===== src/rtl/hdlc_rx_pkg.sv =====
package hdlc_rx_pkg;

  localparam logic [7:0] FLAG_PATTERN = 8'h7E;

  typedef enum logic [1:0] {
    ST_HUNT  = 2'd0,
    ST_DATA  = 2'd1,
    ST_CLOSE = 2'd2
  } rxState_t;

  // control -> datapath
  typedef struct packed {
    logic capture;   // push destuffed bits into the byte assembler
    logic realign;   // restart the byte phase (idle fill flag)
    logic newFrame;  // clear byte phase and byte count
  } dpStrobe_t;

  // datapath -> control
  typedef struct packed {
    logic flagHit;      // current bit completes 0x7E
    logic stuffHit;     // current bit is an inserted zero
    logic abortHit;     // current bit is the seventh 1 in a row
    logic byteAligned;  // seven bits pending: a flag now sits on a boundary
    logic noBytes;      // no byte written yet in this frame
  } dpStatus_t;

endpackage


===== src/rtl/hdlc_rx_datapath.sv =====
module hdlc_rx_datapath
  import hdlc_rx_pkg::*;
#(
  parameter int BYTE_CNT_W = 16
) (
  input  logic                  clk,
  input  logic                  rst_n,
  input  logic                  rxBit,
  input  dpStrobe_t             strobe,
  output dpStatus_t             status,
  output logic                  fifoWrEn,
  output logic [7:0]            fifoWrData,
  output logic [BYTE_CNT_W-1:0] frameBytes
);

  localparam logic [BYTE_CNT_W-1:0] BYTE_ONE = 1;
  localparam logic [2:0] ONES_SAT = 3'd7;

  logic [7:0] flagSr;
  logic [7:0] flagNext;
  logic [2:0] onesCnt;
  logic [7:0] dataSr;
  logic [7:0] dataNext;
  logic [2:0] bitCnt;
  logic [BYTE_CNT_W-1:0] byteCnt;
  logic pushBit;

  assign flagNext = {rxBit, flagSr[7:1]};
  assign dataNext = {rxBit, dataSr[7:1]};

  always_comb begin
    status.flagHit     = (flagNext == FLAG_PATTERN);
    status.stuffHit    = !rxBit && (onesCnt == 3'd5);
    status.abortHit    = rxBit && (onesCnt >= 3'd6);
    status.byteAligned = (bitCnt == 3'd7);
    status.noBytes     = (byteCnt == '0);
  end

  assign pushBit = strobe.capture && !status.stuffHit &&
                   !status.flagHit && !status.abortHit;

  // raw line history: flag window and run-of-ones counter
  always_ff @(posedge clk or negedge rst_n) begin
    if (!rst_n) begin
      flagSr  <= '0;
      onesCnt <= '0;
    end else begin
      flagSr <= flagNext;
      if (!rxBit)
        onesCnt <= '0;
      else if (onesCnt != ONES_SAT)
        onesCnt <= onesCnt + 3'd1;
    end
  end

  // byte assembler and FIFO write port
  always_ff @(posedge clk or negedge rst_n) begin
    if (!rst_n) begin
      dataSr     <= '0;
      bitCnt     <= '0;
      byteCnt    <= '0;
      fifoWrEn   <= 1'b0;
      fifoWrData <= '0;
    end else begin
      fifoWrEn <= 1'b0;
      if (strobe.newFrame) begin
        bitCnt  <= '0;
        byteCnt <= '0;
      end else if (strobe.realign) begin
        bitCnt <= '0;
      end else if (pushBit) begin
        dataSr <= dataNext;
        bitCnt <= bitCnt + 3'd1;
        if (bitCnt == 3'd7) begin
          fifoWrEn   <= 1'b1;
          fifoWrData <= dataNext;
          byteCnt    <= byteCnt + BYTE_ONE;
        end
      end
    end
  end

  assign frameBytes = byteCnt;

endmodule


===== src/rtl/hdlc_rx_ctrl.sv =====
module hdlc_rx_ctrl
  import hdlc_rx_pkg::*;
#(
  parameter int CNT_W = 4
) (
  input  logic             clk,
  input  logic             rst_n,
  input  logic [CNT_W-1:0] cfgOpenFlags,
  input  logic [CNT_W-1:0] cfgCloseFlags,
  input  dpStatus_t        status,
  output dpStrobe_t        strobe,
  output logic             frameGood,
  output logic             frameError
);

  localparam logic [CNT_W:0] CNT_ONE = 1;

  rxState_t         state, stateN;
  logic [CNT_W-1:0] flagCnt, flagCntN;
  logic [2:0]       phase, phaseN;
  logic             goodN, errN;
  logic [CNT_W:0]   openTarget, closeTarget, bumped;

  assign openTarget  = (cfgOpenFlags  == '0) ? CNT_ONE : {1'b0, cfgOpenFlags};
  assign closeTarget = (cfgCloseFlags == '0) ? CNT_ONE : {1'b0, cfgCloseFlags};
  assign bumped      = {1'b0, flagCnt} + CNT_ONE;

  always_comb begin
    stateN   = state;
    flagCntN = flagCnt;
    phaseN   = phase + 3'd1;
    goodN    = 1'b0;
    errN     = 1'b0;
    strobe   = '0;
    unique case (state)
      ST_HUNT: begin
        if (flagCnt == '0) begin
          if (status.flagHit) begin
            phaseN = '0;
            if (openTarget == CNT_ONE) begin
              stateN          = ST_DATA;
              strobe.newFrame = 1'b1;
            end else begin
              flagCntN = CNT_ONE[CNT_W-1:0];
            end
          end
        end else if (phase == 3'd7) begin
          if (status.flagHit) begin
            if (bumped >= openTarget) begin
              stateN          = ST_DATA;
              flagCntN        = '0;
              strobe.newFrame = 1'b1;
            end else begin
              flagCntN = bumped[CNT_W-1:0];
            end
          end else begin
            flagCntN = '0;
          end
        end
      end
      ST_DATA: begin
        strobe.capture = 1'b1;
        if (status.abortHit) begin
          errN   = 1'b1;
          stateN = ST_HUNT;
        end else if (status.flagHit) begin
          if (status.noBytes) begin
            strobe.realign = 1'b1;
          end else if (status.byteAligned) begin
            phaseN = '0;
            if (closeTarget == CNT_ONE) begin
              goodN  = 1'b1;
              stateN = ST_HUNT;
            end else begin
              stateN   = ST_CLOSE;
              flagCntN = CNT_ONE[CNT_W-1:0];
            end
          end else begin
            errN   = 1'b1;
            stateN = ST_HUNT;
          end
        end
      end
      ST_CLOSE: begin
        if (phase == 3'd7) begin
          stateN   = ST_HUNT;
          flagCntN = '0;
          if (!status.flagHit) begin
            errN = 1'b1;
          end else if (bumped >= closeTarget) begin
            goodN = 1'b1;
          end else begin
            stateN   = ST_CLOSE;
            flagCntN = bumped[CNT_W-1:0];
          end
        end
      end
      default: begin
        stateN   = ST_HUNT;
        flagCntN = '0;
      end
    endcase
  end

  always_ff @(posedge clk or negedge rst_n) begin
    if (!rst_n) begin
      state      <= ST_HUNT;
      flagCnt    <= '0;
      phase      <= '0;
      frameGood  <= 1'b0;
      frameError <= 1'b0;
    end else begin
      state      <= stateN;
      flagCnt    <= flagCntN;
      phase      <= phaseN;
      frameGood  <= goodN;
      frameError <= errN;
    end
  end

endmodule


===== src/rtl/hdlc_flag_rx.sv =====
module hdlc_flag_rx
  import hdlc_rx_pkg::*;
#(
  parameter int CNT_W      = 4,
  parameter int BYTE_CNT_W = 16
) (
  input  logic                  clk,
  input  logic                  rst_n,
  input  logic                  rxBit,
  input  logic [CNT_W-1:0]      cfgOpenFlags,
  input  logic [CNT_W-1:0]      cfgCloseFlags,
  output logic                  fifoWrEn,
  output logic [7:0]            fifoWrData,
  output logic                  frameGood,
  output logic                  frameError,
  output logic [BYTE_CNT_W-1:0] frameBytes
);

  dpStrobe_t strobe;
  dpStatus_t status;

  hdlc_rx_ctrl #(.CNT_W(CNT_W)) ctrl_i (
    .clk          (clk),
    .rst_n        (rst_n),
    .cfgOpenFlags (cfgOpenFlags),
    .cfgCloseFlags(cfgCloseFlags),
    .status       (status),
    .strobe       (strobe),
    .frameGood    (frameGood),
    .frameError   (frameError)
  );

  hdlc_rx_datapath #(.BYTE_CNT_W(BYTE_CNT_W)) dp_i (
    .clk       (clk),
    .rst_n     (rst_n),
    .rxBit     (rxBit),
    .strobe    (strobe),
    .status    (status),
    .fifoWrEn  (fifoWrEn),
    .fifoWrData(fifoWrData),
    .frameBytes(frameBytes)
  );

endmodule


===== config.mk =====
export PLATFORM = sky130hd
export DESIGN_NAME = hdlc_flag_rx
export DESIGN_NICKNAME = d
export VERILOG_FILES = /design/src/rtl/hdlc_rx_pkg.sv /design/src/rtl/hdlc_rx_datapath.sv /design/src/rtl/hdlc_rx_ctrl.sv /design/src/rtl/hdlc_flag_rx.sv
export SDC_FILE = /design/constraint.sdc
export NUM_CORES = 1
export LEC_CHECK = 0
export CORE_AREA = 3 3 75 77
export CTS_CLUSTER_SIZE = 20
export DETAILED_ROUTE_END_ITERATION = 10
export DIE_AREA = 0 0 78 80
export PLACE_DENSITY = 0.94
export SLEW_MARGIN = 20
export SYNTH_ARGS = -nofsm -noshare
export SYNTH_HDL_FRONTEND = slang
export SYNTH_SLANG_ARGS = --single-unit

===== constraint.sdc =====
create_clock -name clk -period 4.6 [get_ports clk]
set_input_delay 0.92 -clock clk [delete_from_list [all_inputs] [get_ports clk]]
set_output_delay 0.92 -clock clk [all_outputs]
set_load 0.02 [all_outputs]

==> results.py <==
metrics = {
    "route": {
        "via_count": 2322,
        "drt_pre_antenna_iters": 4,
        "route.detailed.vias_per_inst": 5.65,
        "wl_met3_um": 217,
        "drt-initial-drc-count": 207,
        "routedLengthMet1_um": 2700,
        "ant_nets": 0,
        "wirelength_um": 6160,
        "wire_per_inst_um": 15.0,
        "drc_errors": 0,
        "wl_met2_um": 3170,
        "top_signal_layer_used": "met4",
    },
    "floorplan": {
        "placementRows": 26,
        "die_area_um2": 6240,
        "floorplan.initialDensity_pct": 59.6,
        "fp.dieW_um": 78,
        "die_y_um": 80,
        "num_io_pins": 38,
        "core_um2": 5070,
    },
    "run_status": {
        "run_status": "complete, no violations",
    },
    "sta": {
        "relSlewSlack_pct": 48.3,
        "timing.final.crit_share_pct": 72.7,
        "worst_hold_margin_ps": 384,
        "timing.fmax_mhz": 299,
        "final-setup-viol-count": 0,
        "final-hold-violation-count": 0,
        "totalNegativeSetupSlack_ps": 0,
        "clock-skew-final_ps": 9.15,
        "period_needed_ps": 3350,
        "rsz_0062_raised_after_global_routing": "no",
        "report.final.slew_viol_count": 0,
        "slew_at_the_pin_closest_to_its_max_slew_limit_ps": 773,
    },
    "min_path": {
        "worstHoldPathType": "flip-flop to flip-flop",
    },
    "global_routing": {
        "initial_antenna_violation_count": 0,
        "first_global_vias": 2408,
        "largest_net_degree_at_the_start_of_global_routing": 57,
        "grt_remaining_overflow": 0,
        "grt_util_all_layers_pct": 21.8,
        "first_pass_grt_wire_length_um": 11000,
    },
    "critical_path": {
        "path_class": "input port to flip-flop",
        "critPathCaptureType": "flip-flop",
        "cp_data_arrival_time_ps": 3510,
        "timing.critical_path.fanout_max": 12,
        "worst_setup_start_kind": "input port",
        "worstPathRequired_ps": 4770,
    },
    "cells_and_area": {
        "multiInputGateArea_um2": 1510,
        "ant_diodes": 0,
        "fillCellCount": 400,
        "final-seq-area_um2": 1400,
        "post-route-cell-area_um2": 3530,
        "layout_common_cells": "sky130_fd_sc_hd__dfrtp_1, sky130_fd_sc_hd__nand2_1, sky130_fd_sc_hd__clkdlybuf4s50_1",
        "final_net_count": 374,
        "most_common_library_cell_in_the_layout_ignoring_fill_and_taps": "sky130_fd_sc_hd__dfrtp_1",
        "final_layout_size_suffix_gt1_share_pct": 8.50,
        "postLayoutCoreUtil_pct": 69.6,
        "area_growth_pct": 16.7,
    },
    "clock_tree": {
        "clk-insertion-delay-late_ps": 310,
        "cts_inserted_buffers": 5,
        "tritoncts_clock_tree": "done",
        "cts_resized": 0,
        "clockBufferDepth": 2,
        "cts.reportedPaths.clkPinSlew_ps": 100,
        "post_cts.repair.setup_buffers": 0,
        "numClockSinks": 56,
        "root_buffer": "sky130_fd_sc_hd__clkbuf_8",
        "clock_tree.htree_level_count": 2,
        "hold_bufs_at_cts": 0,
    },
    "synth": {
        "synth_enable_flop_cells": 0,
        "synth_warnings": 0,
        "synth-seq-area-share_pct": 46.3,
        "synth-main-ff-cell": "sky130_fd_sc_hd__dfrtp_1",
        "synth.top_cells.by_area": "sky130_fd_sc_hd__dfrtp_1, sky130_fd_sc_hd__ha_1, sky130_fd_sc_hd__nand2_1, sky130_fd_sc_hd__nor2_1, sky130_fd_sc_hd__xnor2_1",
        "post-synth-top-area-cell": "sky130_fd_sc_hd__dfrtp_1",
        "synth_nets": 336,
        "post_synth_inst_count": 302,
        "netlist_area_um2": 3020,
        "synth.ff_latch_count": 56,
        "ys_async_sr_fraction_pct": 100,
        "post_synth_num_cell_types": 51,
        "yosys.area.top_type_share_pct": 46.3,
        "syn_area_per_cell_um2": 10.0,
    },
    "pwr": {
        "finalPower_uw": 1750,
        "max-vdd-ir-drop_v": 0.000354,
        "p_per_area_nw_per_um2": 496,
        "cellInternalPower_uw": 1080,
        "power.leakage_uw": 0.00157,
        "register_share_of_total_power_pct": 41.9,
        "net-switching-power_uw": 668,
        "combinationalPowerShare_pct": 42.4,
        "switching_share_pct": 38.2,
        "share_clk_of_total_power_pct": 15.7,
    },
    "placed_design": {
        "place.gp.congestion": 0.929,
        "hpwl_um": 4580,
        "dpl-instance-area_um2": 3440,
        "portBuffers": 37,
    },
    "run": {
        "max_cap_violations": 0,
    },
}
metal layers:
| metal | up-vias | global-route usage [%] |
|---|---|---|
| met5 | - | 0 |
| met2 | 58 | 36.6 |
| met4 | 0 | 6.82 |
| met1 | 1129 | 29.2 |
| li1 | 1127 | - |
| met3 | 8 | 3.39 |
worst max-delay path, stage by stage:
cell	delay, ps
sky130_fd_sc_hd__clkdlybuf4s50_1	490
sky130_fd_sc_hd__nor3_1	90
sky130_fd_sc_hd__or2_2	280
sky130_fd_sc_hd__ha_1	260
sky130_fd_sc_hd__nand2b_1	90
sky130_fd_sc_hd__a211oi_1	60
sky130_fd_sc_hd__o21ai_1	360
sky130_fd_sc_hd__a31oi_1	190
sky130_fd_sc_hd__nor2_1	630
sky130_fd_sc_hd__nor2_1	130
sequential cells by signal, summed over array words and instances (netlist names):
name               count
dp_i.fifoWrEn          1
ctrl_i.phase           3
ctrl_i.frameError      1
dp_i.flagSr            7
dp_i.bitCnt            3
dp_i.onesCnt           3
ctrl_i.flagCnt         4
ctrl_i.frameGood       1
ctrl_i.state           2
dp_i.frameBytes       16
dp_i.fifoWrData        8
dp_i.dataSr            7
area by class of cell:
class | count | area share [%]
tap | 70 | 2.48
clock inverter | 1 | 0.213
clock buffer | 7 | 2.45
multi-input combinational | 221 | 42.7
timing repair buffer | 38 | 10.6
sequential | 56 | 39.7
inverter | 18 | 1.91
power groups by stage:
stage | clock [uW] | combinational, uW | sequential [uW]
6_report | 275 | 742 | 733
5_1_grt | 300 | 830 | 753
4_1_cts | 279 | 746 | 733
3_5_place_dp | 0 | 739 | 743
3_3_place_gp | 0 | 707 | 733
2_1_floorplan | 0 | 461 | 780
cells in the mapped netlist, drive strengths merged, types with 3 or more instances:
| cell type | instances |
|---|---|
| a211oi | 4 |
| a21oi | 3 |
| a31oi | 7 |
| and2 | 5 |
| buf | 4 |
| clkbuf | 3 |
| dfrtp | 56 |
| ha | 23 |
| inv | 18 |
| mux2 | 8 |
| mux2i | 4 |
| nand2 | 40 |
| nand2b | 3 |
| nand3 | 9 |
| nand4 | 6 |
| nor2 | 30 |
| nor2b | 5 |
| nor3 | 8 |
| nor4 | 6 |
| o211ai | 3 |
| o21ai | 17 |
| or2 | 4 |
| xnor2 | 10 |
| xor2 | 4 |
logic make-up (layout without fill, tap and decap cells):
group	count (synthesis)	after routing	synth area share [%]
xor gates and xnor gates	14	14	4.05
buffers and inverters	25	64	3.85
adders and majority gates	23	23	9.52
muxes	12	12	4.43
DFF	56	56	46.3
AOI/OAI and AO/OA	45	45	10.6
and+or+nand+nor	127	127	21.2
final timing paths:
kind                                          startpoint                               to  slack (ps)  cells after the start
min in group asynchronous                          rst_n   dp_i.frameBytes[8]$_DFFE_PN0P_         710                      2
hold reg to reg                 dp_i.flagSr[4]$_DFF_PN0_         dp_i.flagSr[3]$_DFF_PN0_         380                      0
hold / removal                  dp_i.flagSr[4]$_DFF_PN0_         dp_i.flagSr[3]$_DFF_PN0_         380                      0
setup reg to reg           ctrl_i.flagCnt[0]$_DFFE_PN0P_  dp_i.frameBytes[11]$_DFFE_PN0P_        1810                      8
max in group asynchronous                          rst_n       dp_i.dataSr[6]$_DFFE_PN0P_        3430                      2
setup / recovery                         cfgOpenFlags[2]  dp_i.frameBytes[11]$_DFFE_PN0P_        1250                     10
per-stage QoR:
stage	setup WS, ps	cells
finish	1250	411
global route	1050	411
CTS	1270	411
detailed placement	955	403
global placement	998	403
floorplan	1880	302
Power figures use the tool's default switching activity.
